`config.mk`:
```
export PLATFORM = sky130hd
export DESIGN_NAME = pwm_shadow_timer
export DESIGN_NICKNAME = d
export VERILOG_FILES = /design/src/rtl/pwm_shadow_pkg.sv /design/src/rtl/pwm_regs.sv /design/src/rtl/pwm_tick_gen.sv /design/src/rtl/pwm_engine.sv /design/src/rtl/pwm_shadow_timer.sv
export SDC_FILE = /design/constraint.sdc
export NUM_CORES = 1
export LEC_CHECK = 0
export BUFFER_PORTS_ARGS = -buffer_cell sky130_fd_sc_hd__buf_2
export CORE_AREA = 3 3 149 151
export DETAILED_ROUTE_END_ITERATION = 12
export DIE_AREA = 0 0 152 154
export HOLD_SLACK_MARGIN = 0.1
export PLACE_DENSITY = 0.64
export SLEW_MARGIN = 40
export SYNTH_ARGS = -nofsm -noshare
export SYNTH_HDL_FRONTEND = slang
export SYNTH_SLANG_ARGS = --single-unit
```
`constraint.sdc`:
```
create_clock -name clk -period 4.3 [get_ports clk]
set_input_delay 0.43 -clock clk [delete_from_list [all_inputs] [get_ports clk]]
set_output_delay 0.43 -clock clk [all_outputs]
set_load 0.01 [all_outputs]
```
`src/rtl/pwm_shadow_pkg.sv`:
```
package pwm_shadow_pkg;
    localparam int CW = 32;
    localparam int AW = 4;

    localparam logic [AW-1:0] OFS_CNT  = 4'h0;
    localparam logic [AW-1:0] OFS_PER  = 4'h4;
    localparam logic [AW-1:0] OFS_DUTY = 4'h8;
    localparam logic [AW-1:0] OFS_CTRL = 4'hC;

    localparam int B_EN       = 0;
    localparam int B_CONT     = 1;
    localparam int B_LVL_DUTY = 3;
    localparam int B_LVL_IDLE = 4;
    localparam int B_LOCK     = 6;

    typedef enum logic [0:0] {
        ST_IDLE = 1'b0,
        ST_RUN  = 1'b1
    } pwm_state_e;

    typedef struct packed {
        logic [CW-1:0] per;
        logic [CW-1:0] duty;
        logic          lvl_duty;
        logic          lvl_idle;
    } wave_cfg_t;
endpackage

```
`src/rtl/pwm_regs.sv`:
```
module pwm_regs
    import pwm_shadow_pkg::*;
(
    input  logic          clk,
    input  logic          rst_n,
    input  logic          wr,
    input  logic [AW-1:0] addr,
    input  logic [CW-1:0] wdata,
    output logic [CW-1:0] per_q,
    output logic [CW-1:0] duty_q,
    output logic [CW-1:0] ctrl_q
);
    always_ff @(posedge clk or negedge rst_n) begin
        if (!rst_n) begin
            per_q  <= '0;
            duty_q <= '0;
            ctrl_q <= '0;
        end else if (wr) begin
            if (addr == OFS_PER)  per_q  <= wdata;
            if (addr == OFS_DUTY) duty_q <= wdata;
            if (addr == OFS_CTRL) ctrl_q <= wdata;
        end
    end
endmodule

```
`src/rtl/pwm_tick_gen.sv`:
```
module pwm_tick_gen #(
    parameter int PRESCALE = 1
) (
    input  logic clk,
    input  logic rst_n,
    input  logic run,
    output logic tick
);
    localparam int PW = (PRESCALE > 1) ? $clog2(PRESCALE) : 1;

    generate
        if (PRESCALE <= 1) begin : g_direct
            assign tick = run;
        end else begin : g_div
            logic [PW-1:0] pre_q;
            assign tick = run && (pre_q == PW'(PRESCALE - 1));
            always_ff @(posedge clk or negedge rst_n) begin
                if (!rst_n)      pre_q <= '0;
                else if (!run)   pre_q <= '0;
                else if (tick)   pre_q <= '0;
                else             pre_q <= pre_q + 1'b1;
            end
        end
    endgenerate
endmodule

```
`src/rtl/pwm_engine.sv`:
```
module pwm_engine
    import pwm_shadow_pkg::*;
(
    input  logic          clk,
    input  logic          rst_n,
    input  logic          run_req,
    input  logic          lock,
    input  logic          tick,
    input  logic          live_idle_lvl,
    input  wave_cfg_t     staged,
    output pwm_state_e    st,
    output logic [CW-1:0] cnt,
    output wave_cfg_t     act,
    output logic          pwm_out
);
    pwm_state_e nxt;
    logic       wrap;

    assign wrap = tick && (({1'b0, cnt} + 1'b1) >= {1'b0, act.per});

    always_comb begin
        unique case (st)
            ST_IDLE: nxt = run_req ? ST_RUN : ST_IDLE;
            ST_RUN:  nxt = run_req ? ST_RUN : ST_IDLE;
            default: nxt = ST_IDLE;
        endcase
    end

    always_ff @(posedge clk or negedge rst_n) begin
        if (!rst_n) begin
            st  <= ST_IDLE;
            cnt <= '0;
            act <= '0;
        end else begin
            st <= nxt;
            unique case (st)
                ST_IDLE: begin
                    cnt <= '0;
                    if (run_req) act <= staged;
                end
                ST_RUN: begin
                    if (!run_req) begin
                        cnt <= '0;
                    end else if (wrap) begin
                        cnt <= '0;
                        if (!lock) act <= staged;
                    end else if (tick) begin
                        cnt <= cnt + 1'b1;
                    end
                end
                default: cnt <= '0;
            endcase
        end
    end

    always_comb begin
        unique case (st)
            ST_IDLE: pwm_out = live_idle_lvl;
            ST_RUN:  pwm_out = (cnt < act.duty) ? act.lvl_duty : act.lvl_idle;
            default: pwm_out = live_idle_lvl;
        endcase
    end
endmodule

```
`src/rtl/pwm_shadow_timer.sv`:
```
module pwm_shadow_timer
    import pwm_shadow_pkg::*;
#(
    parameter int PRESCALE = 1
) (
    input  logic          clk,
    input  logic          rst_n,
    input  logic          reg_wr,
    input  logic [3:0]    reg_addr,
    input  logic [31:0]   reg_wdata,
    output logic [31:0]   reg_rdata,
    output logic          pwm_out
);
    logic [CW-1:0] per_q, duty_q, ctrl_q, cnt;
    pwm_state_e    st;
    wave_cfg_t     staged, act;
    logic          tick, run_req;

    pwm_regs u_regs (
        .clk(clk), .rst_n(rst_n), .wr(reg_wr), .addr(reg_addr),
        .wdata(reg_wdata), .per_q(per_q), .duty_q(duty_q), .ctrl_q(ctrl_q)
    );

    assign run_req = ctrl_q[B_EN] & ctrl_q[B_CONT];
    assign staged  = '{per: per_q, duty: duty_q,
                       lvl_duty: ctrl_q[B_LVL_DUTY], lvl_idle: ctrl_q[B_LVL_IDLE]};

    pwm_tick_gen #(.PRESCALE(PRESCALE)) u_tick (
        .clk(clk), .rst_n(rst_n), .run(st == ST_RUN), .tick(tick)
    );

    pwm_engine u_engine (
        .clk(clk), .rst_n(rst_n), .run_req(run_req), .lock(ctrl_q[B_LOCK]),
        .tick(tick), .live_idle_lvl(ctrl_q[B_LVL_IDLE]), .staged(staged),
        .st(st), .cnt(cnt), .act(act), .pwm_out(pwm_out)
    );

    always_comb begin
        case (reg_addr)
            OFS_CNT:  reg_rdata = cnt;
            OFS_PER:  reg_rdata = per_q;
            OFS_DUTY: reg_rdata = duty_q;
            OFS_CTRL: reg_rdata = ctrl_q;
            default:  reg_rdata = '0;
        endcase
    end
endmodule

```
==> results of run 1 <==
-- layer usage --
metal  routed length (um)  global-route usage [%]
met1                11350                   29.17
met2                10750                   31.54
met3                  671                   3.659
met4                  242                   4.281
met5                    0                       0
-- cell usage in the layout (no fill, tap or decap), types with 3 or more instances in the layout --
master and instances:
a211oi_1 4, a21o_1 6, a21oi_1 24, a221o_1 33, a22o_1 32, and3_1 31
and4_1 6, buf_2 70, buf_4 22, bufinv_16 3, clkbuf_16 19, clkinvlp_4 5
dfrtp_1 194, ha_1 64, inv_1 67, inv_8 3, mux2_2 122, mux2_4 40
nand2_1 30, nand3_1 16, nand4_1 14, nor2_1 16, nor2b_1 9, nor3_1 5
o21ai_0 9, xnor2_1 14, xor2_1 16
-- through the flow --
stage / power (uW) / setup slack [ps] / util (%)
after CTS: 5827 / 40.81 / 55.19
after detailed placement: 4111 / 19.76 / 52.14
after global routing: 6142 / -19.38 / 55.40
after global placement: 4062 / 27.02 / 52.05
after floorplan: 3707 / 378.5 / -
final: 5790 / 209.9 / 55.40
-- area by class of cell --
cell class                      instances  share of cell area, %
Multi-Input combinational cell        518                  42.07
Tap cell                              275                  2.964
Timing Repair Buffer                   98                  5.399
Clock inverter                         15                  1.692
Inverter                               67                  2.166
Clock buffer                           17                  3.664
Sequential cell                       195                  42.04
-- power breakdown --
part	switching, uW	internal, uW	total (uW)
clock network	747	933	1680
logic	621	810	1430
registers	339	2340	2680
-- path summary, 6_finish.rpt --
kind / start / endpoint
worst max-delay path: u_engine.cnt[1] / u_engine.act[55]
worst min-delay path: reg_wdata[25] / u_regs.ctrl_q[25]
worst max register to register: u_engine.cnt[1] / u_engine.act[55]
worst min register to register: u_regs.ctrl_q[15] / u_regs.ctrl_q[15]
max in group asynchronous: rst_n / u_engine.cnt[22]
min in group asynchronous: rst_n / u_engine.act[5]
-- cells by family after synthesis --
logic type | share of synthesized area, %
mux | 19.41
simple gates | 8.267
xor+xnor | 2.583
fa+ha+maj | 7.873
buf+inv | 4.527
flops | 47.98
compound gates | 9.362
-- flip-flops by register name, indices dropped and copies added, names as in the netlist --
register       flops
u_regs.ctrl_q     32
u_regs.duty_q     32
u_engine.st        1
u_engine.act      66
u_engine.cnt      32
u_regs.per_q      32
-- repair_timing --
item	CTS	global route
pin swaps	0	1
cloned	0	1
endpoints found under the hold margin	110	0
setup buffers	0	2
hold buffers	1	0
endpoints found under the setup margin	1	66
resized for setup	1	6
==> impl_metrics.json, run 1 <==
{
  "drc_errors": 0,
  "path_buf_inv": 2,
  "clk_latency_ps": 430,
  "ir_drop_uv": 287.8,
  "synth_warnings": 0,
  "dieArea_mm2": 0.02341,
  "multiInputGateArea_mm2": 0.004885,
  "reg2reg_depth": 17,
  "end_kind": "flip-flop",
  "fin_cells": 1185,
  "grt_pass1_wl_mm": 38.08,
  "regArea_mm2": 0.004881,
  "hold_ws_ps": 251.0,
  "fmax_mhz": 244.5,
  "ys_top_cells_by_area": "dfrtp_1 (48%), mux2_2 (14%), ha_1 (7.9%)",
  "tns_ps": 0,
  "dp.cells": 1149,
  "crit_family": "simple AND/OR/NAND/NOR gates",
  "clock_path_buffers": 2,
  "status": "finished clean",
  "synth.most_common_cell": "dfrtp_1",
  "cp.depth": 17,
  "cpMaxStageDelayCell": "dfrtp_2",
  "critPathKind": "reg -> reg",
  "worstHoldPathCells": 2,
  "ys_top_cells_by_count": "dfrtp_1 (195), mux2_2 (122), inv_1 (67)",
  "leakagePower_uw": 0.005767,
  "crit_fanout": 17,
  "hold_class": "in -> reg",
  "finalHoldViolCount": 0,
  "period_minus_slack_ps": 4090,
  "period_share_pct": 95.12,
  "synth_ff_type": "dfrtp_1",
  "async_flop_share_pct": 100.0,
  "first_iter_violations": 323,
  "drtPass1Iterations": 4,
  "placed_cell_area_mm2": 0.01093,
  "start_util_pct": 48.54,
  "syn2layout_area_growth_pct": 14.15,
  "synth_nets": 917,
  "cp_data_arrival_time_ps": 4410,
  "grt.total_usage_pct": 20.02,
  "crit_path_max_incr_delay_ps": 440,
  "cp_cell_sequence": "ha_1, nand2_1, nor4_4, nand3_1, nor2_1, and4_1, xor2_1, ha_1, and4_1, nor4b_2, a31oi_1, o31ai_1, nor2_1, a221oi_4, buf_4, buf_6, mux2_2",
  "startpoint_type": "flip-flop",
  "grt_start_max_net_pins": 112,
  "num_rows": 53,
  "vias": 6613,
  "die_w_um": 152,
  "pin_count": 72,
  "post_drt_via_cell_ratio": 5.581,
  "netlist_instances": 814,
  "grt_antenna_before_repair": 0,
  "synth_top_area_share_pct": 47.98,
  "cts.clk_slew.worst_paths_ps": 80,
  "synth_seq_cells": 195,
  "grt_overflow": 0,
  "yosysUniqueCellTypes": 45,
  "synth.largest_area_cell": "dfrtp_1",
  "seq_area_frac_synth_pct": 47.98,
  "routed_wirelength_mm": 23.01,
  "maxCapViolCount": 0,
  "core_area_mm2": 0.02096,
  "relSlewSlack_pct": 55.27,
  "stdcell_area_mm2": 0.01161,
  "worst_pin_slew_ps": 668.2,
  "clockRootBuffer": "clkbuf_16",
  "drive_above_1_share_pct": 33.52,
  "port_buffers": 71,
  "gp_congestion": 0.8341,
  "synth.cell_area_mm2": 0.01017,
  "dp_hpwl_mm": 15.38,
  "drv_slew": 0,
  "antenna_cells": 0,
  "tritoncts": "built",
  "cts_sinks": 195,
  "die_h_um": 154,
  "fill_cells": 1854,
  "r2r_slack_ps": 210,
  "htree_levels": 4,
  "ant_nets": 0,
  "clock_skew_ps": 13.69,
  "synth_area_per_cell_um2": 12.50,
  "cts_inserted_buffers": 17,
  "final_nets": 1000,
  "crit_required_ps": 4620,
  "wl_per_cell_um": 19.42,
  "first_global_vias": 7048,
  "setup_viol": 0,
  "synth_edf_count": 0,
  "powerDensity_mw_per_mm2": 498.7
}
Power figures use the tool's default switching activity.
==> run 2: changes to the inputs <==
--- a/config.mk
+++ b/config.mk
@@ -5,12 +5,12 @@
 export SDC_FILE = /design/constraint.sdc
 export NUM_CORES = 1
 export LEC_CHECK = 0
-export BUFFER_PORTS_ARGS = -buffer_cell sky130_fd_sc_hd__buf_2
 export CORE_AREA = 3 3 149 151
 export DETAILED_ROUTE_END_ITERATION = 12
 export DIE_AREA = 0 0 152 154
+export DONT_BUFFER_PORTS = 1
 export HOLD_SLACK_MARGIN = 0.1
-export PLACE_DENSITY = 0.64
+export PLACE_DENSITY = 0.61
 export SLEW_MARGIN = 40
 export SYNTH_ARGS = -nofsm -noshare
 export SYNTH_HDL_FRONTEND = slang
==> impl_metrics.json, run 2 (same netlist as run 1, synthesis figures left out) <==
{
  "status": "finished with violations",
  "violations": "negative hold slack",
  "antenna_cells": 0,
  "clock_path_buffers": 2,
  "clk_latency_ps": 440,
  "fmax_mhz": 252.5,
  "regArea_mm2": 0.004882,
  "htree_levels": 4,
  "cp_common_cell": "buf_4",
  "dieArea_mm2": 0.02341,
  "crit_fanout": 21,
  "cts_sinks": 195,
  "routed_wirelength_mm": 22.86,
  "critPathKind": "reg -> reg",
  "multiInputGateArea_mm2": 0.004881,
  "dp.cells": 1074,
  "pin_count": 72,
  "grt_overflow": 0,
  "start_util_pct": 48.54,
  "r2r_end": "u_engine.act[51]",
  "final_common_cell": "dfrtp_1",
  "powerDensity_mw_per_mm2": 510.2,
  "final_nets": 924,
  "vias": 6538,
  "drv_slew": 0,
  "die_w_um": 152,
  "rsz0062_at_grt": "false",
  "cts.clk_slew.worst_paths_ps": 70,
  "finalHoldViolCount": 195,
  "post_drt_via_cell_ratio": 5.895,
  "port_buffers": 0,
  "ant_nets": 0,
  "first_global_vias": 7072,
  "largest-register": "u_engine.act",
  "die_h_um": 154,
  "cp_data_arrival_time_ps": 4280,
  "num_rows": 53,
  "grt_antenna_before_repair": 0,
  "first_iter_violations": 432,
  "crit_required_ps": 4620,
  "clock_skew_ps": 12.71,
  "dp_hpwl_mm": 15.68,
  "crit_path_max_incr_delay_ps": 420,
  "ir_drop_uv": 296.9,
  "clockRootBuffer": "clkbuf_16",
  "period_minus_slack_ps": 3960,
  "drive_above_1_share_pct": 27.58,
  "grt_start_max_net_pins": 196,
  "drtPass1Iterations": 4,
  "hold_ws_ps": -310.8,
  "reg2reg_from": "u_engine.cnt[1]",
  "setup_viol": 0,
  "fin_cells": 1109,
  "gp_congestion": 0.8867,
  "syn2layout_area_growth_pct": 10.03,
  "final_cell_mix": "dfrtp_1 (193), mux2_2 (122), inv_1 (67), ha_1 (63), mux2_4 (40)",
  "cpMaxStageDelayCell": "dfrtp_2",
  "tritoncts": "built",
  "end_kind": "flip-flop",
  "hold_class": "in -> async",
  "period_share_pct": 92.10,
  "relSlewSlack_pct": 60.68,
  "largest_reg_flops": 66,
  "wl_per_cell_um": 20.61,
  "grt.total_usage_pct": 19.95,
  "fill_cells": 1811,
  "maxCapViolCount": 0,
  "tns_ps": 0,
  "cts_inserted_buffers": 17,
  "cp_cell_sequence": "ha_2, nand2_1, nor4_4, buf_4, nand4bb_4, nor2b_1, xor2_1, ha_1, nand4_1, nor4b_4, a31oi_1, o31ai_1, nor2_1, a221oi_4, buf_4, clkbuf_16, mux2_2",
  "r2r_slack_ps": 340,
  "worst_pin_slew_ps": 584.4,
  "leakagePower_uw": 0.005418,
  "startpoint_type": "flip-flop",
  "grt_pass1_wl_mm": 37.97,
  "reg2reg_depth": 17,
  "drc_errors": 0,
  "core_area_mm2": 0.02096
}
## run 2: changes by cell type in the layout (fill, tap and decap cells not counted), sizes merged
cell | previous run | this run
clkinvlp | 5 | 1
clkbuf | 19 | 21
buf | 95 | 21
dlygate4sd3 | 1 | 0
clkinv | 2 | 3
## run 2: worst max-delay path by stage
stage	startpoint	end	slack (ps)	depth (start not counted)
floorplan	u_engine.cnt[6]	u_engine.act[10]	380	17
global placement	u_engine.cnt[1]	u_engine.act[41]	280	16
detailed placement	u_engine.cnt[1]	u_engine.act[36]	110	16
CTS	u_engine.cnt[1]	u_engine.act[36]	90	16
global route	u_engine.cnt[7]	u_engine.act[36]	30	17
finish	u_engine.cnt[1]	u_engine.act[51]	340	17
## run 2: where the power goes
part / internal [uW] / switching (uW)
sequential: 2340 / 333
combinational: 786 / 575
clock: 960 / 716
total: 4080 / 1620
## run 2: final cells by class
type	instances	share of cell area (%)
well taps	275	3.075
clock inverters	12	1.498
flip-flops and latches	195	43.63
inverters	67	2.247
multi-input cells	518	43.62
clock buffers	20	4.081
repair buffers	22	1.856
## run 2: repair_timing
item / CTS / global route
endpoints found under the setup margin: 0 / 66
hold endpoints to repair: 195 / 195
resized for setup: 0 / 10
setup buffers: 0 / 2
## run 2: routing by layer
metal  up-vias  part of all wire (%)  track usage, %
li1       2991                     -               -
met1      3384                    46           27.01
met2       139                    48           32.32
met3        24                   4.7           4.503
met4         0                   1.6           5.993
met5         -                     0               0
## run 2: stage by stage
| stage | worst slack [ps] | utilization [%] | instance area (um^2) | power (uW) | hold WS [ps] |
|---|---|---|---|---|---|
| 2_1_floorplan | 378.5 | - | 10170 | 3707 | 134.4 |
| 3_3_place_gp | 275.8 | 50.07 | 10490 | 3978 | 146.2 |
| 3_5_place_dp | 107.7 | 50.14 | 10510 | 4042 | 148.3 |
| 4_1_cts | 89.43 | 53.12 | 11130 | 5748 | -323.1 |
| 5_1_grt | 28.17 | 53.40 | 11190 | 6050 | -335.5 |
| 6_report | 339.7 | 53.40 | 11190 | 5709 | -310.8 |
## run 2: worst max-delay path: cells and delay by family (launching register included)
family	cells	cell delay (ps)
and+or+nand+nor	7	1360
muxes	1	350
DFF	1	420
AOI/OAI and AO/OA	3	460
xor gates and xnor gates	1	110
buffers and inverters	3	580
adders and majority gates	2	560
==> run 3: changes to the inputs <==
--- a/config.mk
+++ b/config.mk
@@ -5,12 +5,12 @@
 export SDC_FILE = /design/constraint.sdc
 export NUM_CORES = 1
 export LEC_CHECK = 0
-export CORE_AREA = 3 3 149 151
+export CORE_AREA = 3 3 210 212
 export DETAILED_ROUTE_END_ITERATION = 12
-export DIE_AREA = 0 0 152 154
+export DIE_AREA = 0 0 213 215
 export DONT_BUFFER_PORTS = 1
 export HOLD_SLACK_MARGIN = 0.1
-export PLACE_DENSITY = 0.61
+export PLACE_DENSITY = 0.35
 export SLEW_MARGIN = 40
 export SYNTH_ARGS = -nofsm -noshare
 export SYNTH_HDL_FRONTEND = slang
==> impl_metrics.json, run 3 (same netlist as run 1, synthesis figures left out) <==
{
  "status": "finished with violations",
  "violations": "negative hold slack",
  "startpoint_type": "flip-flop",
  "maxCapViolCount": 0,
  "cpMaxStageDelayCell": "dfrtp_1",
  "grt_start_max_net_pins": 196,
  "largest-register": "u_engine.act",
  "first_global_vias": 7207,
  "cp_cell_sequence": "and3_1, nand4_1, nor3_4, nand2_1, xnor2_1, ha_1, nand4_1, nor4_2, buf_4, a31oi_1, o31ai_1, nor2_1, a221oi_4, buf_4, buf_12, mux2_2",
  "die_h_um": 215,
  "pin_count": 72,
  "post-cts-setup-buffers": 0,
  "leakagePower_uw": 0.005649,
  "fin_cells": 1419,
  "grt.total_usage_pct": 13.04,
  "regArea_mm2": 0.004880,
  "routed_wirelength_mm": 28.43,
  "period_minus_slack_ps": 4013,
  "cts_sinks": 195,
  "grt_overflow": 0,
  "vias": 6467,
  "grt_antenna_before_repair": 0,
  "port_buffers": 0,
  "final_nets": 970,
  "cts_inserted_buffers": 17,
  "crit_family": "simple AND/OR/NAND/NOR gates",
  "hold_ws_ps": -313.4,
  "ir_drop_uv": 201.6,
  "final_cell_mix": "dfrtp_1 (195), mux2_2 (122), inv_1 (67), ha_1 (64), mux2_4 (40)",
  "clockRootBuffer": "clkbuf_16",
  "final_common_cell": "dfrtp_1",
  "finalHoldViolCount": 195,
  "die_w_um": 213,
  "fmax_mhz": 249.2,
  "relSlewSlack_pct": 52.98,
  "syn2layout_area_growth_pct": 17.78,
  "num_rows": 75,
  "ant_nets": 0,
  "powerDensity_mw_per_mm2": 483.2,
  "period_share_pct": 93.32,
  "critPathKind": "reg -> reg",
  "first_iter_violations": 237,
  "cts.clk_slew.worst_paths_ps": 70,
  "dp.cells": 1355,
  "drive_above_1_share_pct": 28.07,
  "dieArea_mm2": 0.04580,
  "htree_levels": 4,
  "setup_viol": 0,
  "drc_errors": 0,
  "crit_fanout": 17,
  "path_buf_inv": 3,
  "crit_path_max_incr_delay_ps": 460,
  "drv_slew": 0,
  "fill_cells": 4328,
  "crit_required_ps": 4630,
  "dp_hpwl_mm": 19.32,
  "grt_pass1_wl_mm": 45.50,
  "multiInputGateArea_mm2": 0.004908,
  "tritoncts": "built",
  "worst_pin_slew_ps": 705.2,
  "post_drt_via_cell_ratio": 4.557,
  "clock_path_buffers": 2,
  "wl_per_cell_um": 20.04,
  "clock_skew_ps": 11.75,
  "gp_congestion": 0.7356,
  "holdBufCountCts": 32,
  "start_util_pct": 24.14,
  "drtPass1Iterations": 4,
  "clk_latency_ps": 450,
  "cp_data_arrival_time_ps": 4350,
  "core_area_mm2": 0.04213,
  "end_kind": "flip-flop",
  "p_total_uw": 5788,
  "largest_reg_flops": 66,
  "antenna_cells": 0,
  "hold_class": "in -> async"
}
## run 3: cell types whose count changed in the layout (fill, tap and decap cells not counted), sizes merged
cell | before | now
inv | 72 | 69
dlygate4sd3 | 0 | 32
clkinv | 3 | 4
clkinvlp | 1 | 2
buf | 21 | 36
## run 3: timing repair
| action | 4_1_cts | 5_1_grt |
|---|---|---|
| setup endpoints to repair | 0 | 65 |
| hold endpoints to repair | 291 | 195 |
| resized for setup | 0 | 6 |
## run 3: worst paths after layout
kind	depth (start not counted)	slack, ps	endpoint	from
max	16	290	u_engine.act[50]	u_engine.cnt[2]
min	0	-310	u_regs.ctrl_q[5]	rst_n
max reg2reg	16	290	u_engine.act[50]	u_engine.cnt[2]
min reg2reg	1	510	u_regs.ctrl_q[13]	u_regs.ctrl_q[13]
max in group asynchronous	0	4030	u_regs.per_q[1]	rst_n
min in group clk	1	510	u_regs.ctrl_q[13]	u_regs.ctrl_q[13]
## run 3: layout make-up
type / instances / share of cell area (%)
multi-input combinational: 518 / 40.98
sequential: 195 / 40.74
tap: 539 / 5.630
timing repair buffer: 68 / 5.379
clock buffer: 21 / 3.927
inverter: 67 / 2.099
clock inverter: 11 / 1.253
## run 3: stage by stage
| step | area, um^2 | setup TNS (ps) | hold WS, ps | setup WS [ps] | utilization (%) |
|---|---|---|---|---|---|
| after floorplan | 10170 | 0 | 134.4 | 378.5 | - |
| after global placement | 11000 | 0 | 148.7 | 53.01 | 26.11 |
| after detailed placement | 11010 | 0 | 148.6 | 117.1 | 26.12 |
| after CTS | 11950 | 0 | -359.1 | 76.60 | 28.35 |
| after global routing | 11980 | -4.443 | -351.6 | -4.383 | 28.43 |
| final | 11980 | 0 | -313.4 | 287.0 | 28.43 |
## run 3: report_power, final
group | total [uW] | switching, uW | internal [uW]
logic | 1410 | 593 | 813
clock network | 1720 | 753 | 967
registers | 2660 | 325 | 2340
## run 3: routing by layer
layer | wire (um) | GRT usage (%)
met1 | 14250 | 18.46
met2 | 13140 | 20.33
met3 | 611 | 2.304
met4 | 437 | 3.792
met5 | 0 | 0
